**config.mk**
```make
export PLATFORM = sky130hd
export DESIGN_NAME = hyst_freq_meter
export DESIGN_NICKNAME = d
export VERILOG_FILES = /design/src/rtl/hfm_pkg.sv /design/src/rtl/hfm_gate_timer.sv /design/src/rtl/hfm_schmitt.sv /design/src/rtl/hfm_peak.sv /design/src/rtl/hyst_freq_meter.sv
export SDC_FILE = /design/constraint.sdc
export NUM_CORES = 1
export LEC_CHECK = 0
export ABC_AREA = 1
export BUFFER_PORTS_ARGS = -buffer_cell sky130_fd_sc_hd__buf_2
export CELL_PAD_IN_SITES_DETAIL_PLACEMENT = 1
export CELL_PAD_IN_SITES_GLOBAL_PLACEMENT = 1
export CORE_MARGIN = 8
export CORE_UTILIZATION = 41
export DETAILED_ROUTE_END_ITERATION = 16
export PLACE_DENSITY_LB_ADDON = 0.1
export SYNTH_ARGS = -nofsm -noshare
export SYNTH_HDL_FRONTEND = slang
export SYNTH_SLANG_ARGS = --single-unit
```
**constraint.sdc**
```tcl
create_clock -name clk -period 2.6 [get_ports clk]
set_input_delay 0.13 -clock clk [delete_from_list [all_inputs] [get_ports clk]]
set_output_delay 0.13 -clock clk [all_outputs]
set_load 0.05 [all_outputs]
```
**src/rtl/hfm_pkg.sv**
```systemverilog
package hfm_pkg;

    // How one accepted sample is seen by the trigger
    typedef enum logic [1:0] {
        CLS_ZERO = 2'd0,
        CLS_BAND = 2'd1,
        CLS_HIGH = 2'd2
    } smp_class_e;

    // Trigger state carried between samples
    typedef struct packed {
        logic armed;
        logic at_limit;
    } trig_flags_t;

    function automatic smp_class_e classify(input int unsigned value,
                                            input int unsigned limit);
        if (value > limit)
            return CLS_HIGH;
        else if (value == 0)
            return CLS_ZERO;
        else
            return CLS_BAND;
    endfunction

endpackage

```
**src/rtl/hfm_gate_timer.sv**
```systemverilog
module hfm_gate_timer #(
    parameter int GATE_W = 32
) (
    input  logic              clk,
    input  logic              rst,
    input  logic              start,
    input  logic [GATE_W-1:0] gate_len,
    output logic              busy,
    output logic              done
);
    logic [GATE_W-1:0] elapsed_q;
    logic [GATE_W-1:0] limit_q;
    logic              last_edge;

    assign last_edge = (elapsed_q == limit_q - 1'b1);

    always_ff @(posedge clk) begin
        if (rst) begin
            busy      <= 1'b0;
            done      <= 1'b0;
            elapsed_q <= '0;
            limit_q   <= GATE_W'(1);
        end else if (start) begin
            busy      <= 1'b1;
            done      <= 1'b0;
            elapsed_q <= '0;
            limit_q   <= (gate_len == '0) ? GATE_W'(1) : gate_len;
        end else if (busy) begin
            if (last_edge) begin
                busy <= 1'b0;
                done <= 1'b1;
            end else begin
                elapsed_q <= elapsed_q + 1'b1;
            end
        end
    end
endmodule

```
**src/rtl/hfm_schmitt.sv**
```systemverilog
module hfm_schmitt
    import hfm_pkg::*;
#(
    parameter int SAMPLE_W    = 10,
    parameter int PERSIST_W   = 8,
    parameter int CNT_W       = 32,
    parameter int DEF_THRESH  = 4,
    parameter int DEF_PERSIST = 2
) (
    input  logic                 clk,
    input  logic                 rst,
    input  logic                 start,
    input  logic [SAMPLE_W-1:0]  thresh,
    input  logic [PERSIST_W-1:0] persist,
    input  logic                 take,
    input  logic [SAMPLE_W-1:0]  sample,
    output logic [CNT_W-1:0]     freq_cnt
);
    logic [SAMPLE_W-1:0]  thr_q;
    logic [PERSIST_W-1:0] per_q;
    logic [PERSIST_W-1:0] run_q;
    trig_flags_t          flags;
    logic                 armed_q;
    smp_class_e           cls;

    always_comb begin
        cls            = classify(int'(sample), int'(thr_q));
        flags.armed    = armed_q;
        flags.at_limit = (run_q == per_q);
    end

    always_ff @(posedge clk) begin
        if (rst) begin
            thr_q    <= SAMPLE_W'(DEF_THRESH);
            per_q    <= PERSIST_W'(DEF_PERSIST);
            run_q    <= '0;
            armed_q  <= 1'b0;
            freq_cnt <= '0;
        end else if (start) begin
            thr_q    <= thresh;
            per_q    <= persist;
            run_q    <= '0;
            armed_q  <= 1'b0;
            freq_cnt <= '0;
        end else if (take) begin
            unique case (cls)
                CLS_HIGH: begin
                    if (flags.at_limit)
                        armed_q <= 1'b1;
                    else
                        run_q <= run_q + 1'b1;
                end
                CLS_ZERO: begin
                    run_q   <= '0;
                    armed_q <= 1'b0;
                    if (flags.armed)
                        freq_cnt <= freq_cnt + 1'b1;
                end
                default: run_q <= '0;
            endcase
        end
    end
endmodule

```
**src/rtl/hfm_peak.sv**
```systemverilog
module hfm_peak #(
    parameter int SAMPLE_W = 10,
    parameter int CNT_W    = 32
) (
    input  logic                clk,
    input  logic                rst,
    input  logic                start,
    input  logic                take,
    input  logic [SAMPLE_W-1:0] sample,
    output logic [SAMPLE_W-1:0] max_val,
    output logic [SAMPLE_W-1:0] min_val,
    output logic [CNT_W-1:0]    smp_cnt
);
    always_ff @(posedge clk) begin
        if (rst || start) begin
            max_val <= '0;
            min_val <= '1;
            smp_cnt <= '0;
        end else if (take) begin
            smp_cnt <= smp_cnt + 1'b1;
            if (sample > max_val) max_val <= sample;
            if (sample < min_val) min_val <= sample;
        end
    end
endmodule

```
**src/rtl/hyst_freq_meter.sv**
```systemverilog
module hyst_freq_meter #(
    parameter int SAMPLE_W    = 10,
    parameter int GATE_W      = 32,
    parameter int CNT_W       = 32,
    parameter int PERSIST_W   = 8,
    parameter int DEF_THRESH  = 4,
    parameter int DEF_PERSIST = 2
) (
    input  logic                 clk,
    input  logic                 rst,
    input  logic                 start,
    input  logic [GATE_W-1:0]    gate_len,
    input  logic [SAMPLE_W-1:0]  thresh,
    input  logic [PERSIST_W-1:0] persist,
    input  logic                 smp_valid,
    input  logic [SAMPLE_W-1:0]  smp_data,
    output logic                 busy,
    output logic                 done,
    output logic [CNT_W-1:0]     freq_cnt,
    output logic [SAMPLE_W-1:0]  max_val,
    output logic [SAMPLE_W-1:0]  min_val,
    output logic [CNT_W-1:0]     smp_cnt
);
    logic take;

    // A sample counts only inside an open window and not on a start edge
    assign take = smp_valid && busy && !start;

    hfm_gate_timer #(.GATE_W(GATE_W)) u_gate (
        .clk      (clk),
        .rst      (rst),
        .start    (start),
        .gate_len (gate_len),
        .busy     (busy),
        .done     (done)
    );

    hfm_schmitt #(
        .SAMPLE_W    (SAMPLE_W),
        .PERSIST_W   (PERSIST_W),
        .CNT_W       (CNT_W),
        .DEF_THRESH  (DEF_THRESH),
        .DEF_PERSIST (DEF_PERSIST)
    ) u_trig (
        .clk      (clk),
        .rst      (rst),
        .start    (start),
        .thresh   (thresh),
        .persist  (persist),
        .take     (take),
        .sample   (smp_data),
        .freq_cnt (freq_cnt)
    );

    hfm_peak #(.SAMPLE_W(SAMPLE_W), .CNT_W(CNT_W)) u_peak (
        .clk     (clk),
        .rst     (rst),
        .start   (start),
        .take    (take),
        .sample  (smp_data),
        .max_val (max_val),
        .min_val (min_val),
        .smp_cnt (smp_cnt)
    );
endmodule

```
* After elaboration in Yosys (flattened, before gate mapping)
Index checks and enable logic that the tools add are counted.
Storage, ports and cells: input port bits 64, logic and storage cells 52, output and inout port bits 86, register bits 177
Cells by class: equal/unequal tests 5, add/sub/neg operators 5, bitwise operators 1, $lt $le $gt $ge 3, muxes and demuxes 10, reductions and logical operators 16
Operators with widths (number):
- adder 32 x 1 -> 32 bit, second input constant | 3
- equality test 32 bit | 1
- logical NOT 32 bit | 1
- 2-to-1 mux 32 bit | 1
- subtractor 32 x 1 -> 32 bit, second input constant | 1
- greater-than comparator 10 bit | 2
- 2-to-1 mux 8 bit | 2
- logical NOT 10 bit | 1
- less-than comparator 10 bit | 1
- AND reduction 2 bit | 5
- adder 8 x 1 -> 8 bit, second input constant | 1
- equality test 8 bit | 1
- AND reduction 3 bit | 2
- 2-to-1 mux 1 bit | 5
- equality test 2 bit, second input constant | 1
- logical AND 1 bit | 2
- logical NOT 2 bit | 1
- 2-to-1 mux 2 bit | 1
- != test 2 x 1 -> 1 bit, second input constant | 1
- != test 2 bit, second input constant | 1
- one-hot mux 1 bit (2 select lines) | 1
- nonzero test 2 bit | 1
- OR reduction 2 bit | 1
- logical NOT 1 bit | 1
- 2 further kinds | 2

* Logic depth before layout (Yosys ltp)
word-level depth 6, gate-level depth with buffers 19, gate-level depth less buffers 18

* Cells and area by module
A second synthesis with hierarchy kept.
Second synthesis, totals: cells, all modules 1822, area total of the unflattened synthesis 11532.3 µm²
By module, submodules not included:
- hfm_gate_timer | instances 1, area each 4603.2 µm², sequential area each 1321.3 µm², cells an instance 745
- hfm_schmitt | instances 1, area each 3829.9 µm², sequential area each 1181.1 µm², cells an instance 611
- hfm_peak | instances 1, area each 3089.2 µm², sequential area each 1041.0 µm², cells an instance 464
- hyst_freq_meter | instances 1, area each 10.0 µm², sequential area each 0.0 µm², cells an instance 2

* Worst setup path before layout
Ideal clock, no wire load.
path kind reg2reg, start point register u_gate.busy, end point register u_peak.smp_cnt[29], slack 0.121 ns, path buffers 1, setup time 0.116 ns, required time 2.484 ns, clock period less this slack 2.479 ns, arrival time 2.363 ns, cell stages (with the launch flop) 15, cells stage by stage dfxtp_1 buf_4 nand3_4 nor2_2 nand3_1 nor2_2 nand3_1 nor2_2 nand2_1 inv_1 nand3_1 nor2_1 nand4_1 o21ai_0 nor2_1
Between the ends: longest elaborated chain between the ends 2
RTL lines:
- start: declaration | line hfm_gate_timer.sv:8 | output logic busy,
- start signal: assignment | line hfm_gate_timer.sv:19 | busy <= 1'b0;
- start signal: assignment | line hfm_gate_timer.sv:24 | busy <= 1'b1;
- start signal: assignment | line hfm_gate_timer.sv:30 | busy <= 1'b0;
- logical AND 1 bit (2 in series) | line hyst_freq_meter.sv:27 | assign take = smp_valid && busy && !start;
- end signal: assignment | line hfm_peak.sv:20 | smp_cnt <= smp_cnt + 1'b1;
- end: declaration | line hfm_peak.sv:12 | output logic [CNT_W-1:0] smp_cnt
No other way between the ends. A chain may end at the register's enable or synchronous reset.

* Final worst setup path
start point register u_trig.thr_q[3], end point register u_trig.freq_cnt[27]
Between the ends: longest elaborated chain between the ends 4
RTL lines:
- start: declaration | line hfm_schmitt.sv:19 | logic [SAMPLE_W-1:0] thr_q;
- start signal: assignment | line hfm_schmitt.sv:34 | thr_q <= SAMPLE_W'(DEF_THRESH);
- start signal: assignment | line hfm_schmitt.sv:40 | thr_q <= thresh;
- greater-than comparator 10 bit | line hfm_pkg.sv:18 | if (value > limit)
- 2-to-1 mux 2 bit | line hfm_pkg.sv:18
- logical NOT 2 bit | line hfm_schmitt.sv:46 | unique case (cls)
- AND reduction 3 bit (no source line)
- end signal: assignment | line hfm_schmitt.sv:57 | freq_cnt <= freq_cnt + 1'b1;
- end: declaration | line hfm_schmitt.sv:17 | output logic [CNT_W-1:0] freq_cnt
No other way between the ends.

==> impl_metrics.tcl <==
set metrics [dict create \
    status "completed" \
    yosysWarnings 0 \
    cts_root_buf "clkbuf_16" \
    clockBufferDepth 2 \
    std_cell_rows 58 \
    cp_cell_sequence "inv_1, ha_1, a21oi_1, o21ai_0, nand2_1, o2111ai_1, nand2_2, nand2_1, nor2_1, buf_6, inv_1, nor3_1, nand3_1, nand2_1, nor2_1" \
    overflow 0 \
    hold_viol_final 0 \
    fin_crit_ns 2.466 \
    wl_um 36760 \
    slew_headroom_pct 61.77 \
    cp_max_fo 15 \
    ys_seq_elements 177 \
    clk_pin_slew_ns 0.08 \
    yosys.cell_types.count 47 \
    setup_viol 0 \
    grt_pass1_vias 11680 \
    synth-edff-count 0 \
    ys_dominant_reg_cell "dfxtp_1" \
    maxCapViolations 0 \
    via_per_inst 5.257 \
    wirelength_met1_um 16300 \
    r2r_slack_ns 0.13 \
    hold_class "in -> reg" \
    nFillCells 3350 \
    htreeDepth 4 \
    route.met2.wl_um 17670 \
    first_iter_violations 435 \
    synth_cells 1526 \
    dp_slack_ns -0.02459 \
    coreArea_um2 24890 \
    final_util_pct 50.80 \
    dr.pass1.iters 4 \
    max_freq_mhz 405.6 \
    syn2layout_area_growth_pct 22.99 \
    postSynthAreaPerCell_um2 6.737 \
    grt_first_pass_wirelength_um 59690 \
    setup_ws_ns 0.1343 \
    finClkSkew_ns 0.01334 \
    period_share_pct 94.84 \
    portBuffers 149 \
    synth_area_um2 10280 \
    drive_above_1_share_pct 16.39 \
    pin_count 150 \
    final_common_cell "nand2_1" \
    grt_max_degree 70 \
    fp.dieW_um 174.4 \
    tightest_slew_ns 0.5734 \
    met3_length_um 1378 \
    async_reset_ff_share_pct 0 \
    post-dp-hpwl_um 27290 \
    dieArea_um2 30400 \
    cp_slowest_cell "dfxtp_1" \
    initial_utilization_pct 41.30 \
    remaining_drc_errors 0 \
    required_ns 2.93 \
    finalNetCount 1824 \
    drv_slew 0 \
    antenna_found_initial 3 \
    critical_path_class "reg -> reg" \
    syn-num-nets 1624 \
    critPathMaxStageDelay_ns 0.32 \
    start_kind "flip-flop" \
    ant_nets 0 \
    cts_tree "built" \
    avgRoutedWirePerCell_um 17.74 \
    die_h_um 174.4 \
    cts_buffers 17 \
    cp.arrival_ns 2.80 \
    worstSkewPairLatency_ns 0.44 \
    place_congestion 0.8524 \
    cpMostUsedCell "nand2_1" \
    p_leak_nw 5.268 \
    track_usage_pct 23.93 \
    fin_setup_tns_ns 0 \
    top_layer_used "met4" \
    layout.cells.most_common_list "352 x nand2_1, 176 x dfxtp_1, 172 x inv_1" \
    vdd_drop_max_mv 0.4422 \
    cts.sinks 177 \
    seq_area_frac_synth_pct 34.47 \
    vias 10890 \
    p_per_area_nw_per_um2 488.4 \
    total_power_mw 6.176 \
    end_kind "flip-flop" \
]
==> report_power, final <==
group | leakage [nW] | internal, mW | switching [mW] | total, mW
clock | 0.281 | 1.28 | 1.29 | 2.57
combinational | 3.55 | 0.284 | 0.506 | 0.790
sequential | 1.44 | 2.76 | 0.0568 | 2.82
==> worst max-delay path, delay by kind of cell, from the launching register on <==
kind,cells,cell delay [ns]
AO/OA/AOI/OAI,3,0.45
adder cells (fa/ha/maj),1,0.29
buffers and inverters,3,0.37
flip-flops,1,0.32
AND/OR/NAND/NOR,8,0.94
==> cell families after synthesis <==
group | count (synthesis) | share of synthesized area, %
and+or+nand+nor | 789 | 34.28
AOI/OAI and AO/OA | 233 | 12.74
buffers and inverters | 226 | 8.665
DFF | 177 | 34.47
xor gates and xnor gates | 67 | 5.708
adders and majority gates | 34 | 4.138
==> cells in the mapped netlist, drive strengths merged, types with 2 or more instances <==
| master | number | share of area (%) |
|---|---|---|
| o211ai | 3 | 0.22 |
| ha | 34 | 4.1 |
| a21oi | 108 | 5.7 |
| o21bai | 2 | 0.15 |
| clkbuf | 26 | 0.95 |
| o21a | 4 | 0.29 |
| nor2 | 192 | 7.9 |
| nor3 | 51 | 2.5 |
| nor3b | 6 | 0.44 |
| and3 | 2 | 0.12 |
| nand2 | 373 | 14 |
| a22o | 13 | 1.1 |
| nand4 | 33 | 2.0 |
| o2111ai | 2 | 0.17 |
| a211oi | 2 | 0.15 |
| nand3b | 6 | 0.44 |
| dfxtp | 177 | 34 |
| nand3 | 99 | 5.0 |
| xnor2 | 12 | 1.0 |
| xor2 | 55 | 4.7 |
| buf | 17 | 1.0 |
| or2 | 2 | 0.12 |
| inv | 182 | 6.6 |
| o21ai | 94 | 4.6 |
| nor4 | 25 | 1.5 |
==> final timing paths <==
check | startpoint | endpoint | depth (start not counted)
setup / recovery | u_trig.thr_q[3] | u_trig.freq_cnt[27] | 15
hold / removal | smp_data[2] | u_peak.max_val[2] | 3
setup reg to reg | u_trig.thr_q[3] | u_trig.freq_cnt[27] | 15
hold reg to reg | u_gate.done | u_gate.done | 2
==> layer usage <==
metal  vias to the layer above  track usage (%)
li1                       5388                -
met1                      5216            28.87
met2                       203            41.07
met3                        85            4.665
met4                         0            9.619
met5                         -                0
==> state kept, by name, summed over array words and instances (netlist names) <==
| register | count |
|---|---|
| u_trig.per_q | 8 |
| u_trig.run_q | 8 |
| u_gate.limit_q | 32 |
| u_trig.armed_q | 1 |
| u_peak.max_val | 10 |
| u_peak.min_val | 10 |
| u_gate.busy | 1 |
| u_gate.done | 1 |
| u_trig.thr_q | 10 |
| u_trig.freq_cnt | 32 |
| u_gate.elapsed_q | 32 |
| u_peak.smp_cnt | 32 |
==> stage by stage <==
stage	area (µm²)	cells	hold WS, ns
6_report	12640	2072	0.03645
3_3_place_gp	11430	1982	0.3283
5_1_grt	12640	2072	0.04644
2_1_floorplan	10280	1526	0.1991
3_5_place_dp	11430	1982	0.3358
4_1_cts	12530	2067	0.004063
==> timing repair <==
item | 4_1_cts | 5_1_grt
setup endpoints to repair | 18 | 48
gates cloned | 1 | 1
setup buffers | 2 | 1
endpoints found under the hold margin | 50 | 0
pin swaps | 1 | 2
resized for setup | 1 | 22
hold buffers | 50 | 0
==> final cells by class <==
| cell class | instances | area, µm² | area share (%) |
|---|---|---|---|
| Multi-Input combinational cell | 1125 | 5969 | 47.21 |
| Timing Repair Buffer | 222 | 1455 | 11.51 |
| Sequential cell | 177 | 3545 | 28.03 |
| Antenna cell | 3 | 7.507 | 0.05937 |
| Clock inverter | 14 | 137.6 | 1.088 |
| Clock buffer | 18 | 429.2 | 3.394 |
| Inverter | 183 | 688.2 | 5.442 |
| Tap cell | 330 | 412.9 | 3.265 |
No activity file was read; power rests on OpenSTA's default activity.
